### src/rtl/clk_dbs_pkg.sv
package clk_dbs_pkg;
    typedef enum logic [2:0] {
        ST_IDLE   = 3'd0,
        ST_DROP   = 3'd1,
        ST_SYNC   = 3'd2,
        ST_ARM    = 3'd3,
        ST_SETTLE = 3'd4
    } sw_state_e;

    localparam logic SRC_FAST   = 1'b0;
    localparam logic SRC_SLOW   = 1'b1;
    localparam logic LOWPWR_SRC = SRC_SLOW;
endpackage

### src/rtl/clk_dbs_slow_tick.sv
module clk_dbs_slow_tick #(
    parameter int RATIO = 3
) (
    input  logic clk,
    input  logic rst_n,
    output logic tick
);
    localparam int CW = (RATIO > 1) ? $clog2(RATIO) : 1;

    logic [CW-1:0] cnt_d, cnt_q;

    always_comb begin
        tick  = (cnt_q == CW'(RATIO - 1));
        cnt_d = tick ? '0 : cnt_q + 1'b1;
    end

    always_ff @(posedge clk or negedge rst_n) begin
        if (!rst_n) cnt_q <= '0;
        else        cnt_q <= cnt_d;
    end
endmodule

### src/rtl/clk_dbs_bank_div.sv
module clk_dbs_bank_div
    import clk_dbs_pkg::*;
#(
    parameter int DIV_W = 3
) (
    input  logic             clk,
    input  logic             rst_n,
    input  logic             slow_tick,
    input  logic             src,
    input  logic [DIV_W-1:0] div,
    input  logic             run,
    output logic             lvl
);
    typedef struct packed {
        logic [DIV_W-1:0] cnt;
        logic             lvl;
    } div_t;

    div_t d, q;
    logic tick;

    always_comb begin
        d    = q;
        tick = (src == SRC_FAST) ? 1'b1 : slow_tick;
        if (!run) begin
            d.cnt = '0;
            d.lvl = 1'b0;
        end else if (tick) begin
            if (q.cnt == div) begin
                d.cnt = '0;
                d.lvl = ~q.lvl;
            end else begin
                d.cnt = q.cnt + 1'b1;
            end
        end
    end

    always_ff @(posedge clk or negedge rst_n) begin
        if (!rst_n) q <= '0;
        else        q <= d;
    end

    assign lvl = q.lvl;

    AST_HALT_CLEARS: assert property (@(posedge clk) disable iff (!rst_n)
        !run |=> !lvl);
endmodule

### src/rtl/clk_dbs_switch_ctl.sv
module clk_dbs_switch_ctl
    import clk_dbs_pkg::*;
#(
    parameter int DIV_W        = 3,
    parameter int SYNC_STAGES  = 2,
    parameter int SETTLE_TICKS = 6
) (
    input  logic                  clk,
    input  logic                  rst_n,
    input  logic                  out_en,
    input  logic                  cfg_wr,
    input  logic                  cfg_bank,
    input  logic                  cfg_src,
    input  logic [DIV_W-1:0]      cfg_div,
    input  logic                  cfg_rst,
    input  logic                  cfg_cnt_en,
    input  logic                  sel_wr,
    input  logic                  sel_val,
    input  logic                  slow_tick,
    input  logic [1:0]            lvl,
    output logic [1:0]            bank_src,
    output logic [1:0][DIV_W-1:0] bank_div,
    output logic [1:0]            bank_run,
    output logic [1:0]            gate,
    output logic                  active,
    output logic                  busy
);
    localparam int SW = $clog2(SETTLE_TICKS + 1);

    typedef struct packed {
        sw_state_e                 state;
        logic                      active;
        logic [1:0]                gate;
        logic [SYNC_STAGES-1:0]    sync;
        logic [SW-1:0]             settle;
        logic [1:0]                src;
        logic [1:0][DIV_W-1:0]     div;
        logic [1:0]                rst;
        logic [1:0]                cen;
    } ctl_t;

    ctl_t d, q;
    logic other;

    always_comb begin
        d     = q;
        other = ~q.active;
        if (q.state == ST_IDLE && cfg_wr) begin
            d.src[cfg_bank] = cfg_src;
            d.div[cfg_bank] = cfg_div;
            d.rst[cfg_bank] = cfg_rst;
            d.cen[cfg_bank] = cfg_cnt_en;
        end
        case (q.state)
            ST_IDLE: begin
                if (sel_wr && out_en && (sel_val != q.active))
                    d.state = ST_DROP;
            end
            ST_DROP: begin
                if (!lvl[q.active]) begin
                    d.gate[q.active] = 1'b0;
                    d.sync           = '0;
                    d.state          = ST_SYNC;
                end
            end
            ST_SYNC: begin
                d.sync = {q.sync[SYNC_STAGES-2:0], 1'b1};
                if (q.sync[SYNC_STAGES-1])
                    d.state = ST_ARM;
            end
            ST_ARM: begin
                if (!lvl[other]) begin
                    d.gate[other] = 1'b1;
                    d.active      = other;
                    d.settle      = '0;
                    d.state       = ST_SETTLE;
                end
            end
            ST_SETTLE: begin
                if (slow_tick) begin
                    if (q.settle == SW'(SETTLE_TICKS - 1)) begin
                        d.cen[other] = 1'b0;
                        d.rst[other] = 1'b0;
                        d.src[other] = LOWPWR_SRC;
                        d.div[other] = '1;
                        d.state      = ST_IDLE;
                    end else begin
                        d.settle = q.settle + 1'b1;
                    end
                end
            end
            default: d.state = ST_IDLE;
        endcase
    end

    always_ff @(posedge clk or negedge rst_n) begin
        if (!rst_n) begin
            q        <= '0;
            q.state  <= ST_IDLE;
            q.gate   <= 2'b01;
            q.src    <= {2{LOWPWR_SRC}};
            q.div    <= '1;
        end else begin
            q <= d;
        end
    end

    always_comb begin
        for (int b = 0; b < 2; b++) begin
            bank_run[b] = out_en & q.cen[b] & ~q.rst[b];
            bank_src[b] = out_en ? q.src[b] : LOWPWR_SRC;
            bank_div[b] = q.div[b];
        end
        gate   = q.gate;
        active = q.active;
        busy   = (q.state == ST_DROP) || (q.state == ST_SYNC) || (q.state == ST_ARM);
    end

    AST_SEL_OFF_IGNORED: assert property (@(posedge clk) disable iff (!rst_n)
        (q.state == ST_IDLE && sel_wr && !out_en) |=> !busy);
    AST_WR_DROPPED: assert property (@(posedge clk) disable iff (!rst_n)
        (busy && cfg_wr) |=> ($stable(q.div) && $stable(q.src) && $stable(q.cen)));
    AST_ACTIVE_HELD: assert property (@(posedge clk) disable iff (!rst_n)
        (busy && $past(busy)) |-> $stable(active));
endmodule

### src/rtl/clk_dual_bank_switch.sv
module clk_dual_bank_switch
    import clk_dbs_pkg::*;
#(
    parameter int DIV_W        = 3,
    parameter int SLOW_RATIO   = 3,
    parameter int SYNC_STAGES  = 2,
    parameter int SETTLE_TICKS = 6
) (
    input  logic             clk,
    input  logic             rst_n,
    input  logic             out_en,
    input  logic             cfg_wr,
    input  logic             cfg_bank,
    input  logic             cfg_src,
    input  logic [DIV_W-1:0] cfg_div,
    input  logic             cfg_rst,
    input  logic             cfg_cnt_en,
    input  logic             sel_wr,
    input  logic             sel_val,
    output logic             clk_out,
    output logic             active_bank,
    output logic             switch_busy
);
    logic                  slow_tick;
    logic [1:0]            lvl;
    logic [1:0]            bank_src;
    logic [1:0][DIV_W-1:0] bank_div;
    logic [1:0]            bank_run;
    logic [1:0]            gate;

    clk_dbs_slow_tick #(.RATIO(SLOW_RATIO)) u_tick (
        .clk   (clk),
        .rst_n (rst_n),
        .tick  (slow_tick)
    );

    for (genvar b = 0; b < 2; b++) begin : g_bank
        clk_dbs_bank_div #(.DIV_W(DIV_W)) u_div (
            .clk       (clk),
            .rst_n     (rst_n),
            .slow_tick (slow_tick),
            .src       (bank_src[b]),
            .div       (bank_div[b]),
            .run       (bank_run[b]),
            .lvl       (lvl[b])
        );

        AST_GATE_OFF_LOW: assert property (@(posedge clk) disable iff (!rst_n)
            $fell(gate[b]) |-> !$past(lvl[b]));
        AST_GATE_ON_LOW: assert property (@(posedge clk) disable iff (!rst_n)
            $rose(gate[b]) |-> !$past(lvl[b]));
    end

    clk_dbs_switch_ctl #(
        .DIV_W        (DIV_W),
        .SYNC_STAGES  (SYNC_STAGES),
        .SETTLE_TICKS (SETTLE_TICKS)
    ) u_ctl (
        .clk        (clk),
        .rst_n      (rst_n),
        .out_en     (out_en),
        .cfg_wr     (cfg_wr),
        .cfg_bank   (cfg_bank),
        .cfg_src    (cfg_src),
        .cfg_div    (cfg_div),
        .cfg_rst    (cfg_rst),
        .cfg_cnt_en (cfg_cnt_en),
        .sel_wr     (sel_wr),
        .sel_val    (sel_val),
        .slow_tick  (slow_tick),
        .lvl        (lvl),
        .bank_src   (bank_src),
        .bank_div   (bank_div),
        .bank_run   (bank_run),
        .gate       (gate),
        .active     (active_bank),
        .busy       (switch_busy)
    );

    assign clk_out = |(gate & lvl);

    AST_ONE_GATE: assert property (@(posedge clk) disable iff (!rst_n)
        $onehot0(gate));
    AST_OFF_QUIET: assert property (@(posedge clk) disable iff (!rst_n)
        ($past(!out_en) && !out_en) |-> !clk_out);
endmodule

### config.mk
export PLATFORM = sky130hd
export DESIGN_NAME = clk_dual_bank_switch
export DESIGN_NICKNAME = d
export VERILOG_FILES = /design/src/rtl/clk_dbs_pkg.sv /design/src/rtl/clk_dbs_slow_tick.sv /design/src/rtl/clk_dbs_bank_div.sv /design/src/rtl/clk_dbs_switch_ctl.sv /design/src/rtl/clk_dual_bank_switch.sv
export SDC_FILE = /design/constraint.sdc
export NUM_CORES = 1
export LEC_CHECK = 0
export ABC_AREA = 0
export BUFFER_PORTS_ARGS = -buffer_cell sky130_fd_sc_hd__buf_2
export CAP_MARGIN = 5
export CORE_ASPECT_RATIO = 1.4
export CORE_MARGIN = 1.5
export CORE_UTILIZATION = 58
export DETAILED_ROUTE_END_ITERATION = 10
export PLACE_DENSITY = 0.78
export SLEW_MARGIN = 20
export SYNTH_ARGS = -nofsm -noshare
export SYNTH_HDL_FRONTEND = slang
export SYNTH_SLANG_ARGS = --single-unit
### constraint.sdc
create_clock -name clk -period 2.3 [get_ports clk]
set_clock_uncertainty 0.1 [all_clocks]
set_input_delay 0.46 -clock clk [delete_from_list [all_inputs] [get_ports clk]]
set_output_delay 0.46 -clock clk [all_outputs]
set_load 0.03 [all_outputs]
# ---- Word level (Yosys, flattened, before mapping)
# Index checks and enable logic that the tools add are counted.
dict set report classes {
  n_reduce_logical 20
  n_eq_ne 20
  order_cmp 6
  mux 48
  bitwise_logic 19
  add_sub_neg 4
}
# operator n
set op_table {}
lappend op_table {{12-bit two-way mux} 3}
lappend op_table {{3-bit two-way mux} 11}
lappend op_table {{4-bit two-way mux} 5}
lappend op_table {{2-bit inequality test, second input constant} 9}
lappend op_table {{15-bit two-way mux} 1}
lappend op_table {{3-bit one-hot mux with 5 select lines} 1}
lappend op_table {{1-bit two-way mux} 13}
lappend op_table {{3-bit by 1-bit adder with 3-bit output, second input constant} 3}
lappend op_table {{2-bit bitwise AND} 4}
lappend op_table {{2-bit one-hot mux with 2 select lines} 2}
lappend op_table {{2-bit AND reduction} 4}
lappend op_table {{2-bit bitwise mux} 3}
lappend op_table {{6-bit bitwise mux} 1}
lappend op_table {{3-bit demux with 1-bit select} 2}
lappend op_table {{3-bit by 2-bit == test with 1-bit output, second input constant} 2}
lappend op_table {{3-bit == test} 2}
lappend op_table {{3-bit == test, second input constant} 2}
lappend op_table {{1-bit logical AND} 6}
lappend op_table {{1-bit by 2-bit < comparator with 1-bit output, second input constant} 3}
lappend op_table {{6-bit two-way mux} 1}
lappend op_table {{1-bit inverter} 6}
lappend op_table {{6-bit bitwise OR} 1}
lappend op_table {{3-bit one-hot mux with 2 select lines} 1}
lappend op_table {{6-bit AND reduction} 1}
lappend op_table {{other kinds (17)} 30}
dict set report word_totals {
  elab_cells 132
  ff_bits 33
  input_bits 13
  output_inout_bits 3
}

# ---- Longest topological paths before layout
# Gate-level depths: netlist of run 1.
dict set report depth {
  depth_word 10
  mapped_depth 5
}

# ---- Cells and area by module
# Synthesis of run 1 repeated with hierarchy kept, for this count alone.
dict set report unflattened {
  cells_unflattened 193
  area_unflattened_um2 1921.8
}
# module cells_per_inst n_inst area_each_um2
set by_module_without_submodules {}
lappend by_module_without_submodules {clk_dbs_switch_ctl 139 1 1361.3}
lappend by_module_without_submodules {clk_dbs_bank_div 24 2 241.5}
lappend by_module_without_submodules {clk_dbs_slow_tick 5 1 68.8}
lappend by_module_without_submodules {clk_dual_bank_switch 1 1 8.8}

# ---- Worst setup path before layout of run 1
# Ideal clock, no wire load.
dict set report synth_path {
  path_type {register -> register}
  from {register u_ctl.q[21] in the netlist's numbering}
  to {register u_ctl.bank_div[3] (netlist name)}
  setup_time_ns 0.061
  t_arrival_ns 1.457
  slack_ns 0.682
  path_stages_with_launch 5
  cell_sequence {dfrtp_1 > or3b_1 > or2_4 > or3_4 > nand2_1}
}
# element line_no
set synth_lines {}
lappend synth_lines {{start, declared} clk_dbs_switch_ctl.sv:42} ;# ctl_t d, q;

==> Implementation_results.wiki, run 1 <==
{| class="wikitable"
! Metric !! Value
|-
| Number of nets in the synthesized netlist || ~190
|-
| Syn Std Cell Area || between 1500 and 2000 sq um
|-
| Number of gates resized after cts || 0
|-
| Total power density per cell area || 1189 nW/um^2
|-
| Critical Path RT || 2430 ps
|-
| Dominant combinational cell family by area after synthesis || simple AND/OR/NAND/NOR gates
|-
| Total half-perimeter wirelength after legalization and detailed placement || 2.445 mm
|-
| Mux cell area share after synthesis || 10.94%
|-
| Top-area cell type share of the netlist area || about a third
|-
| Cell internal power dissipation || 1.420 mW
|-
| Top-Level Pins || 16
|-
| Total instance count after detailed placement || 217
|-
| Pin count of the biggest net entering global routing || 34
|-
| Max-capacitance violation count || 0
|-
| Row count || 23
|-
| Dominant delay contributor by cell family on the critical path || simple AND/OR/NAND/NOR gates
|-
| Result of the run || finished, final reports clean
|-
| Worst-path fanout max || 13
|-
| Number of flops mapped to enable cells by yosys || 0
|-
| Inserted Diodes || 0
|-
| Setup repair after global routing missed its margin || no
|-
| Synthesized-area fraction occupied by adder cells || between 2 and 3%
|-
| Antenna Violating Nets Remaining || 0
|-
| Sum of buffers and inverters on the critical path || 0
|-
| Worst Setup End Kind || register
|-
| Final Hold Viols || 0
|-
| Average routed wire per standard cell || 15.44 microns
|-
| Synthesized-area fraction occupied by xor and xnor cells || between 5 and 6%
|-
| Worst hold path type || primary input to async pin
|-
| Drt initial violations || 24
|-
| Fraction of power spent switching nets || 38.27%
|-
| Sort of element at the start of the critical path || register
|-
| Wire length of the first global-routing pass || 5.823 mm
|-
| Met3 wire length || 173 microns
|-
| Num CTS Buffers || 5
|-
| Aggregate routed wire length || about 3.5 mm
|-
| Synthesized area divided by synthesized cell count || 10.17 sq um
|-
| Period minus WS final || ~1900 ps
|-
| Final Instance Count excl. Fillers || about 230
|-
| Summed area of non-filler cells in the final layout || 1934 sq um
|-
| CTS tree || done
|-
| Topmost layer with routed signal wires || met4
|-
| Layout Area Growth over Synthesis || 11.22%
|-
| Synthesized-area fraction occupied by ao, oa, aoi and oai cells || 12.37%
|-
| Slowest cell delay on critical path || roughly 500 ps
|-
| Sequential area share after synthesis || 48.13%
|-
| Yosys reg bits || 33
|-
| Detailed-route wire length on metal 1 || approximately 1.4 mm
|-
| Period utilisation layout || 80.64%
|-
| Crit path DAT || 1990 ps
|-
| Biggest area contributors in the synthesized netlist || dfrtp_1, dfstp_2, mux2i_1
|-
| Combinational fraction of design power || 33.0%
|-
| Source-to-sink clock delay at the later pin of the worst-skew pair || slightly below 300 ps
|-
| First-pass iteration count of the detailed router || 4
|-
| Reg power frac || 47.4%
|-
| Gpl congestion || 0.7878
|-
| Worst slew margin || between 50% and 60%
|-
| Path type of the worst setup path || register to register
|-
| Number of nets in the finished design || 204
|-
| Power spent charging and discharging nets || 0.8803 mW
|-
| Cells along the critical path || or3b_1, or2_4, or3_4, nand2_1
|-
| Top flip-flop cell by instance count after synthesis || dfrtp_1
|-
| Number of sinks handled by clock tree synthesis || 33
|-
| Final Max Tran Viols || 0
|-
| Finish-stage setup viols || 0
|-
| Portion of total power attributed to the clock network || 19.6%
|-
| Die X || 49.28 microns
|-
| Total global routing track utilization || 24.24%
|-
| Post-CTS Setup Inserts || 0
|-
| Buffers on Ports || 15
|-
| Max frequency || between 500 and 600 MHz
|-
| Die Footprint || 3341 sq um
|-
| Most area-hungry cell type in the Yosys netlist || dfrtp_1
|-
| Post-detailed-route DRC marker count || 0
|-
| Worst vdd ir || 0.7720 mV
|-
| Met2 Wirelength || approximately 1.9 mm
|-
| Initial core utilization || between 60 and 70%
|-
| Number of warnings reported in the yosys synthesis log || 0
|-
| Antenna violations before repair || 0
|-
| Dpl cell area || 1844 sq um
|-
| CTS H-tree lvls || 2
|-
| Most frequent cell after synthesis || dfrtp_1
|-
| Buffer levels on the longest clock path || 2
|-
| Post-layout total power || 2.301 mW
|-
| Clock root cell || clkbuf_8
|-
| Critical path's slowest cell || dfrtp_1
|-
| Clock-pin transition on the worst setup and hold timing paths || 70 ps
|-
| Worst Tran Pin Value || just over 700 ps
|-
| Vias after detailed routing || 1314
|-
| Top post-synthesis cells by count || dfrtp_1, nor2_1, mux2i_1
|-
| Fin Hold WS || between 100 and 150 ps
|-
| Asr flop ratio synth || 100.0%
|-
| Floorplan die height || 67.79 microns
|-
| Vias per Instance || 5.840
|-
| Leakage power || between 0.8 and 0.9 nW
|-
| Share of cells above drive strength 1 || about a fifth
|-
| Area of the core || 2849 sq um
|-
| Fin Setup TNS || 0 ps
|-
| Post-synthesis cell count || 171
|-
| Sum of overflow across all layers after global routing || 0
|-
| Via count of the first global-routing pass || 1306
|-
| Hold_buf cts || 0
|-
| Number of distinct library cells after synthesis || 35
|-
| Simple-Gate Fraction of Synth Area || 18.63%
|}
kinds of logic (layout without fill, tap and decap cells):
group,after synthesis,in the layout
adder cells (fa/ha/maj),4,4
AO/OA/AOI/OAI,31,31
flip-flops,33,33
buffers and inverters,9,26
AND/OR/NAND/NOR,65,65
XOR/XNOR,10,10
multiplexers,19,19
worst register-to-register path, delay by kind of cell (launching register included):
kind,cells,cell delay [ps]
AND/OR/NAND/NOR,4,1200
flip-flops,1,500
placed cells by master, fill, tap and decap left out, types with 2 or more instances in the layout:
| cell | count |
|---|---|
| nand2_1 | 18 |
| clkbuf_8 | 6 |
| xor2_1 | 7 |
| nor4_1 | 2 |
| buf_2 | 15 |
| a2111oi_2 | 2 |
| nand4b_1 | 2 |
| o311ai_0 | 2 |
| clkbuf_1 | 2 |
| xnor2_1 | 3 |
| nand3_1 | 5 |
| o31ai_1 | 5 |
| nand2b_1 | 4 |
| dfrtp_1 | 24 |
| nor2_1 | 22 |
| a21oi_1 | 10 |
| mux2i_1 | 19 |
| o21ai_0 | 6 |
| nand3b_1 | 5 |
| dfstp_2 | 9 |
| ha_1 | 4 |
| buf_4 | 2 |
metal layers:
metal	vias to the layer above	track usage, %
li1	641	-
met1	634	25.90
met2	32	43.07
met3	7	6.416
met4	0	14.29
met5	-	0
flip-flops by register name, indices dropped and copies added (netlist names):
signal,count
g_bank.u_div.lvl,2
u_tick.cnt_q,2
u_ctl.bank_div,6
u_ctl.active,1
g_bank.u_div.q,6
u_ctl.gate,2
u_ctl.q,14
worst paths after layout:
check | from | end | slack (ps) | cells past startpoint
min in group clk | cfg_src | u_ctl.q[10]$_DFF_PN1_ | 320 | 3
max in group asynchronous | rst_n | u_ctl.q[21]$_DFFE_PN0P_ | 1520 | 1
hold / removal | rst_n | g_bank[0].u_div.q[2]$_DFFE_PN0P_ | 120 | 1
setup / recovery | u_ctl.q[21]$_DFFE_PN0P_ | u_ctl.q[11]$_DFF_PN1_ | 450 | 4
hold reg to reg | u_tick.cnt_q[0]$_DFF_PN0_ | u_tick.cnt_q[0]$_DFF_PN0_ | 330 | 1
setup reg to reg | u_ctl.q[21]$_DFFE_PN0P_ | u_ctl.q[11]$_DFF_PN1_ | 450 | 4
cell type report:
type / instances / area (sq um)
timing repair buffer: 17 / 90.09
fill: 237 / 914.6
multi-input combinational: 129 / 867.1
tap: 37 / 46.29
sequential: 33 / 837.1
inverter: 1 / 3.754
clock buffer: 8 / 90.09
metrics by stage:
stage                     utilization (%)  setup WS [ps]
after CTS                           67.90          457.5
after global placement              64.73          511.3
after detailed placement            64.73          471.0
after global routing                67.90          340.7
final                               67.90          445.3
after floorplan                         -          682.3
power groups by stage:
stage               logic (mW)  clock network, mW  registers [mW]
floorplan                0.655                  0           0.995
global placement         0.717                  0            1.07
detailed placement       0.753                  0            1.09
CTS                      0.764              0.463            1.08
global route             0.848              0.488            1.13
finish                   0.760              0.451            1.09
No activity file was read; power rests on OpenSTA's default activity.
==> inputs of run 2 (changes only) <==
CORE_UTILIZATION = 52   (was 58)
PLACE_DENSITY = 0.74   (was 0.78)
clock period = 1.55 ns   (was 2.3 ns; I/O delays follow)
==> run 2 against run 1 <==
  * The flow now finishes with violations (negative setup slack)
  * Clock power grew 38%
  * Maximum frequency rose by 12%
  * Die area is 11% higher
  * Cell area up 12%
  * Count of clock-buffer cells in the layout is 1 lower
  * Critical path depth unchanged
  * Non-clock buffer count up 19
  * Critical path type unchanged
  * Largest cell class unchanged
==> Implementation_results.wiki, run 2 (synthesized netlist as in run 1, its figures left out) <==
{| class="wikitable"
! Metric !! Value
|-
| Share of cells above drive strength 1 || 33.82% (was 19.68%)
|-
| Fin Hold WS || 182.4 ps (was 116.6 ps)
|-
| Row count || 24 (was 23)
|-
| Die X || 51.88 microns (was 49.28 microns)
|-
| Critical path's slowest cell || or3b_4 (was dfrtp_1)
|-
| Area of the core || 3153 sq um (was 2849 sq um)
|-
| Finish-stage setup viols || 10 (was 0)
|-
| Via count of the first global-routing pass || 1451 (was 1306)
|-
| Biggest register || u_ctl.q (unchanged)
|-
| Worst R2R Path Depth || 4 (unchanged)
|-
| Worst Tran Pin Value || 411.5 ps (was 712.9 ps)
|-
| Antenna violations before repair || 0 (unchanged)
|-
| CTS H-tree lvls || 2 (unchanged)
|-
| Total half-perimeter wirelength after legalization and detailed placement || 2.732 mm (was 2.445 mm)
|-
| Die Footprint || 3705 sq um (was 3341 sq um)
|-
| Met1 GRT Util || 27.26% (was 25.90%)
|-
| Cell count of the worst hold path || 3
|-
| Pin count of the biggest net entering global routing || 34 (unchanged)
|-
| Clock root cell || clkbuf_8 (unchanged)
|-
| Average routed wire per standard cell || 15.95 microns (was 15.44 microns)
|-
| Buffers on Ports || 15 (unchanged)
|-
| First-pass iteration count of the detailed router || 4 (unchanged)
|-
| Total power density per cell area || 1719 nW/um^2 (was 1189 nW/um^2)
|-
| Most used routing layer || met2 (unchanged)
|-
| Worst-path fanout max || 6 (was 13)
|-
| Max reg flops || 14 (unchanged)
|-
| Smallest setup slack after layout || -99.99 ps (was 445.3 ps)
|-
| CTS tree || done (unchanged)
|-
| Critical Path RT || 1680 ps (was 2430 ps)
|-
| Worst vdd ir || 1.130 mV (was 0.7720 mV)
|-
| Gpl congestion || 0.7530 (was 0.7878)
|-
| Max-capacitance violation count || 0 (unchanged)
|-
| Worst Setup End Kind || register (unchanged)
|-
| Aggregate routed wire length || 3.924 mm (was 3.473 mm)
|-
| Worst slew margin || 72.56% (was 52.47%)
|-
| Utilization after layout || 68.69% (was 67.90%)
|-
| Inserted Diodes || 0 (unchanged)
|-
| Total global routing track utilization || 23.64% (was 24.24%)
|-
| Vias per Instance || 5.854 (was 5.840)
|-
| Final Max Tran Viols || 0 (unchanged)
|-
| Layout fillers || 251 (was 237)
|-
| Buffer levels on the longest clock path || 2 (unchanged)
|-
| Max frequency || 606.1 MHz (was 539.2 MHz)
|-
| Wire length of the first global-routing pass || 6.417 mm (was 5.823 mm)
|-
| Vias after detailed routing || 1440 (was 1314)
|-
| Clock-pin transition on the worst setup and hold timing paths || 60 ps (was 70 ps)
|-
| Top-Level Pins || 16 (unchanged)
|-
| Setup slack after placement || -137.2 ps (was 471.0 ps)
|-
| Source-to-sink clock delay at the later pin of the worst-skew pair || 280 ps (was 290 ps)
|-
| Result of the run || complete, but fails checks (was finished, final reports clean)
|-
| Number of nets in the finished design || 223 (was 204)
|-
| Layout Area Growth over Synthesis || 24.53% (was 11.22%)
|-
| Slowest cell delay on critical path || 400 ps (was 500 ps)
|-
| Worst hold path type || primary input to register (was primary input to async pin)
|-
| Routing usage on met2 || 39.52% (was 43.07%)
|-
| Floorplan die height || 71.43 microns (was 67.79 microns)
|-
| Path type of the worst setup path || register to register (unchanged)
|-
| Drt initial violations || 54 (was 24)
|-
| Routing usage on met3 || 4.583% (was 6.416%)
|-
| Initial core utilization || 55.16% (was 61.05%)
|-
| Setup repair after global routing missed its margin || yes (was no)
|-
| Antenna Violating Nets Remaining || 0 (unchanged)
|-
| Most frequent cells in the layout || buf_4, nor2_1, dfrtp_1 (was dfrtp_1, nor2_1, mux2i_1)
|-
| Leakage power || 0.9686 nW (was 0.8638 nW)
|-
| Period minus WS final || 1650 ps (was 1855 ps)
|-
| Crit path DAT || 1780 ps (was 1990 ps)
|-
| Most common library cell in the layout ignoring fill and taps || buf_4 (was dfrtp_1)
|-
| Num CTS Buffers || 5 (unchanged)
|-
| Final Hold Viols || 0 (unchanged)
|-
| Cells along the critical path || or3b_4, or2_4, or3_4, nand2_1 (was or3b_1, or2_4, or3_4, nand2_1)
|-
| Violations in the final reports || negative setup slack
|-
| Sum of overflow across all layers after global routing || 0 (unchanged)
|-
| Number of sinks handled by clock tree synthesis || 33 (unchanged)
|-
| Sort of element at the start of the critical path || register (unchanged)
|-
| Period utilisation layout || 106.5% (was 80.64%)
|-
| Post-detailed-route DRC marker count || 0 (unchanged)
|}
==> run 2: final timing paths <==
path	from	to	slack, ps
min in group asynchronous	rst_n	g_bank[0].u_div.q[2]$_DFFE_PN0P_	480
worst min register to register	u_tick.cnt_q[0]$_DFF_PN0_	u_tick.cnt_q[0]$_DFF_PN0_	350
worst max-delay path	u_ctl.q[20]$_DFFE_PN0P_	u_ctl.bank_div[3]$_DFF_PN1_	-100
worst min-delay path	cfg_div[2]	u_ctl.bank_div[2]$_DFF_PN1_	180
max in group asynchronous	rst_n	u_ctl.q[11]$_DFF_PN1_	550
worst max register to register	u_ctl.q[20]$_DFFE_PN0P_	u_ctl.bank_div[3]$_DFF_PN1_	-100
==> run 2: timing repair <==
item,in CTS,in global routing
hold buffers,1,0
pin swaps,3,5
setup buffers,4,3
gates resized for setup,12,9
hold endpoints to repair,24,0
endpoints found under the setup margin,19,21
==> run 2: metal layers <==
layer / vias up / part of all wire, %
met5: - / 0
li1: 673 / -
met3: 19 / 3.6
met2: 51 / 52
met1: 697 / 39
met4: 0 / 5.7
==> run 2: final cells by class <==
cell class / instances / area (sq um) / area share (%)
Tap cell: 39 / 48.80 / 2.253
Inverter: 1 / 3.754 / 0.1733
Clock inverter: 1 / 5.005 / 0.2311
Clock buffer: 7 / 76.32 / 3.524
Multi-Input combinational cell: 129 / 944.7 / 43.62
Timing Repair Buffer: 36 / 246.5 / 11.38
Sequential cell: 33 / 840.8 / 38.82
==> run 2: power breakdown <==
| group | internal, mW | total (mW) | switching, mW |
|---|---|---|---|
| sequential | 1.25 | 1.55 | 0.298 |
| clock | 0.315 | 0.622 | 0.307 |
| combinational | 0.731 | 1.55 | 0.822 |
==> run 2: worst max-delay path, delay by kind of cell, from the launching register on <==
family / cells / cell delay [ps]
AND/OR/NAND/NOR: 4 / 1110
flip-flops: 1 / 390
==> run 2: through the flow <==
| stage | cells | power, mW | setup TNS (ps) | area, sq um |
|---|---|---|---|---|
| 2_1_floorplan | 171 | 2.450 | -137.6 | 1740 |
| 3_3_place_gp | 230 | 2.776 | -347.6 | 1931 |
| 3_5_place_dp | 230 | 2.875 | -1115 | 1931 |
| 4_1_cts | 243 | 3.573 | -509.4 | 2088 |
| 5_1_grt | 246 | 3.989 | -1192 | 2166 |
| 6_report | 246 | 3.723 | -604.1 | 2166 |
==> inputs of run 3 (changes only) <==
SETUP_SLACK_MARGIN = 0.1   (was default)
==> run 3 against run 2 <==
  * The run still ends with negative setup slack left
  * Setup slack worse by 18 ps
  * Combinational power up 19%
  * Count of clock-buffer cells in the layout down 2
  * Utilization up 5.6 points
  * Cell area up 8.2%
  * First-iteration DRC count down 41%
  * Worst hold slack worse by 13 ps
  * Via count up 0.21%
  * Routed wire length up 4.7%
  * Register-to-register slack worse by 20 ps
  * Final cell count up 1.6%
  * Critical path depth unchanged
  * Largest cell class unchanged
==> Implementation_results.wiki, run 3 (synthesized netlist as in run 1, its figures left out) <==
{| class="wikitable"
! Metric !! Value
|-
| Pin count of the biggest net entering global routing || 34 (unchanged)
|-
| Share of cells above drive strength 1 || 42.18% (was 33.82%)
|-
| Max reg flops || 14 (unchanged)
|-
| Final Max Tran Viols || 0 (unchanged)
|-
| Gpl congestion || 0.7530 (unchanged)
|-
| First-pass iteration count of the detailed router || 4 (unchanged)
|-
| Most common library cell in the layout ignoring fill and taps || buf_4 (unchanged)
|-
| Max-capacitance violation count || 0 (unchanged)
|-
| Cells along the critical path || or3b_4, or2_4, or3_4, nand2_2 (was or3b_4, or2_4, or3_4, nand2_1)
|-
| Sum of overflow across all layers after global routing || 0 (unchanged)
|-
| Layout Area Growth over Synthesis || 34.75% (was 24.53%)
|-
| Worst Tran Pin Value || 425.0 ps (was 411.5 ps)
|-
| Setup slack after placement || -144.0 ps (was -137.2 ps)
|-
| Sort of element at the start of the critical path || register (unchanged)
|-
| Die Footprint || 3705 sq um (unchanged)
|-
| FF-to-FF setup slack || -120 ps (was -100 ps)
|-
| Routing usage on met2 || 39.38% (was 39.52%)
|-
| Buffers on Ports || 15 (unchanged)
|-
| Result of the run || complete, but fails checks (unchanged)
|-
| Met1 GRT Util || 28.95% (was 27.26%)
|-
| Clock root cell || clkbuf_8 (unchanged)
|-
| Max frequency || 599.4 MHz (was 606.1 MHz)
|-
| Most frequent cells in the layout || buf_4, dfrtp_1, nor2_1 (was buf_4, nor2_1, dfrtp_1)
|-
| FF/Latch Area || 840.8 sq um (unchanged)
|-
| Source-to-sink clock delay at the later pin of the worst-skew pair || 290 ps (was 280 ps)
|-
| Total half-perimeter wirelength after legalization and detailed placement || 2.772 mm (was 2.732 mm)
|-
| Setup repair after global routing missed its margin || yes (unchanged)
|-
| Finish-stage setup viols || 15 (was 10)
|-
| Top-Level Pins || 16 (unchanged)
|-
| Die X || 51.88 microns (unchanged)
|-
| Worst Setup End Kind || register (unchanged)
|-
| Worst R2R Path Depth || 4 (unchanged)
|-
| Number of sinks handled by clock tree synthesis || 33 (unchanged)
|-
| Vias per Instance || 5.772 (was 5.854)
|-
| Antenna violations before repair || 0 (unchanged)
|-
| Slowest cell delay on critical path || 420 ps (was 400 ps)
|-
| Layout fillers || 231 (was 251)
|-
| Sum of buffers and inverters on the critical path || 0 (unchanged)
|-
| Path type of the worst setup path || register to register (unchanged)
|-
| Initial core utilization || 55.16% (unchanged)
|-
| Routing usage on met3 || 6.042% (was 4.583%)
|-
| Smallest setup slack after layout || -118.4 ps (was -99.99 ps)
|-
| Source of the worst register-to-register timing path || u_ctl.q[21]$_DFFE_PN0P_ (was u_ctl.q[20]$_DFFE_PN0P_)
|-
| Critical Path RT || 1690 ps (was 1680 ps)
|-
| Floorplan die height || 71.43 microns (unchanged)
|-
| Violations in the final reports || negative setup slack (unchanged)
|-
| Num CTS Buffers || 5 (unchanged)
|-
| Clock-pin transition on the worst setup and hold timing paths || 70 ps (was 60 ps)
|-
| Multi-input gate area in the final layout || 1072 sq um (was 944.7 sq um)
|-
| Vias after detailed routing || 1443 (was 1440)
|-
| Via count of the first global-routing pass || 1502 (was 1451)
|-
| Hold path startpoint || cfg_src (was cfg_div[2])
|-
| Row count || 24 (unchanged)
|-
| Fin Setup TNS || -848.2 ps (was -604.1 ps)
|-
| Drt initial violations || 32 (was 54)
|-
| Worst hold path type || primary input to register (unchanged)
|-
| Average routed wire per standard cell || 16.44 microns (was 15.95 microns)
|-
| CP Depth || 4 (unchanged)
|-
| Inserted Diodes || 0 (unchanged)
|-
| Buffer levels on the longest clock path || 2 (unchanged)
|-
| CTS tree || done (unchanged)
|-
| Aggregate routed wire length || 4.109 mm (was 3.924 mm)
|-
| Crit path DAT || 1800 ps (was 1780 ps)
|-
| Biggest register || u_ctl.q (unchanged)
|-
| Worst slew margin || 71.67% (was 72.56%)
|-
| Post-detailed-route DRC marker count || 0 (unchanged)
|-
| CTS H-tree lvls || 2 (unchanged)
|-
| Total power density per cell area || 1749 nW/um^2 (was 1719 nW/um^2)
|-
| Period minus WS final || 1668 ps (was 1650 ps)
|-
| Number of nets in the finished design || 227 (was 223)
|-
| Critical path's slowest cell || dfrtp_1 (was or3b_4)
|-
| Hold worst-path end || u_ctl.q[11]$_DFF_PN1_ (was u_ctl.bank_div[2]$_DFF_PN1_)
|-
| Area of the core || 3153 sq um (unchanged)
|-
| Total global routing track utilization || 24.24% (was 23.64%)
|-
| Worst vdd ir || 1.187 mV (was 1.130 mV)
|-
| Wire length of the first global-routing pass || 6.617 mm (was 6.417 mm)
|-
| Cell count of the worst hold path || 3 (unchanged)
|-
| Period utilisation layout || 107.6% (was 106.5%)
|-
| Critical register-to-register path endpoint || u_ctl.bank_div[5]$_DFF_PN1_ (was u_ctl.bank_div[3]$_DFF_PN1_)
|-
| Most used routing layer || met2 (unchanged)
|-
| Crit. Startpoint || u_ctl.q[21]$_DFFE_PN0P_ (was u_ctl.q[20]$_DFFE_PN0P_)
|-
| Antenna Violating Nets Remaining || 0 (unchanged)
|-
| Dominant delay contributor by cell family on the critical path || simple AND/OR/NAND/NOR gates (unchanged)
|-
| Final Hold Viols || 0 (unchanged)
|-
| Worst-path fanout max || 6 (unchanged)
|-
| Leakage power || 1.016 nW (was 0.9686 nW)
|}
-- run 3: cell count changes in the layout (fill, tap and decap cells not counted), sizes merged --
cell,before,now
buf,35,39
clkbuf,7,5
clkinv,1,2
clkinvlp,0,1
-- run 3: layout make-up --
cell class	count	share of cell area [%]
inverter	1	0.1602
clock buffer	5	2.936
tap	39	2.082
timing repair buffer	40	12.44
clock inverter	3	0.7475
sequential	33	35.88
multi-input combinational	129	45.76
-- run 3: power breakdown --
group	total, mW	switching (mW)	leakage, nW	internal [mW]
combinational	1.85	0.938	0.575	0.913
clock	0.642	0.332	0.0439	0.310
sequential	1.61	0.353	0.397	1.25
total	4.10	1.62	1.02	2.48
-- run 3: metal layers --
layer  up-vias  part of all wire, %
met5         -                    0
li1        683                    -
met3         6                  3.7
met1       727                   40
met2        27                   55
met4         0                 0.92
-- run 3: worst max-delay path by stage --
| stage | to | slack (ps) |
|---|---|---|
| 2_1_floorplan | u_ctl.bank_div[3]$_DFF_PN1_ | -30 |
| 3_3_place_gp | u_ctl.q[3]$_DFF_PN0_ | -60 |
| 4_1_cts | u_ctl.bank_div[5]$_DFF_PN1_ | -90 |
| 6_report | u_ctl.bank_div[5]$_DFF_PN1_ | -120 |
| 5_1_grt | u_ctl.q[14]$_DFFE_PN0P_ | -150 |
| 3_5_place_dp | u_ctl.q[1]$_DFF_PN0_ | -140 |
-- run 3: stage by stage --
stage / instance area [sq um] / hold slack (ps) / util [%] / instances / power, mW
6_report: 2344 / 169.9 / 74.33 / 250 / 4.098
4_1_cts: 2181 / 169.9 / 69.17 / 247 / 3.741
5_1_grt: 2344 / 161.9 / 74.33 / 250 / 4.346
3_5_place_dp: 1931 / 256.9 / 61.23 / 230 / 2.885
3_3_place_gp: 1931 / 247.0 / 61.23 / 230 / 2.776
2_1_floorplan: 1742 / -85.59 / - / 171 / 2.453
-- run 3: worst reg2reg max path: cells and delay by family, from the launching register on --
family | cells | cell delay [ps]
AND/OR/NAND/NOR | 4 | 1100
flip-flops | 1 | 420
-- run 3: repair_timing --
item / 4_1_cts / 5_1_grt
hold endpoints to repair: 24 / 0
gates resized for setup: 22 / 27
buffers inserted: 8 / 3
setup endpoints to repair: 21 / 26
hold buffers: 1 / 0
pin swaps: 7 / 8
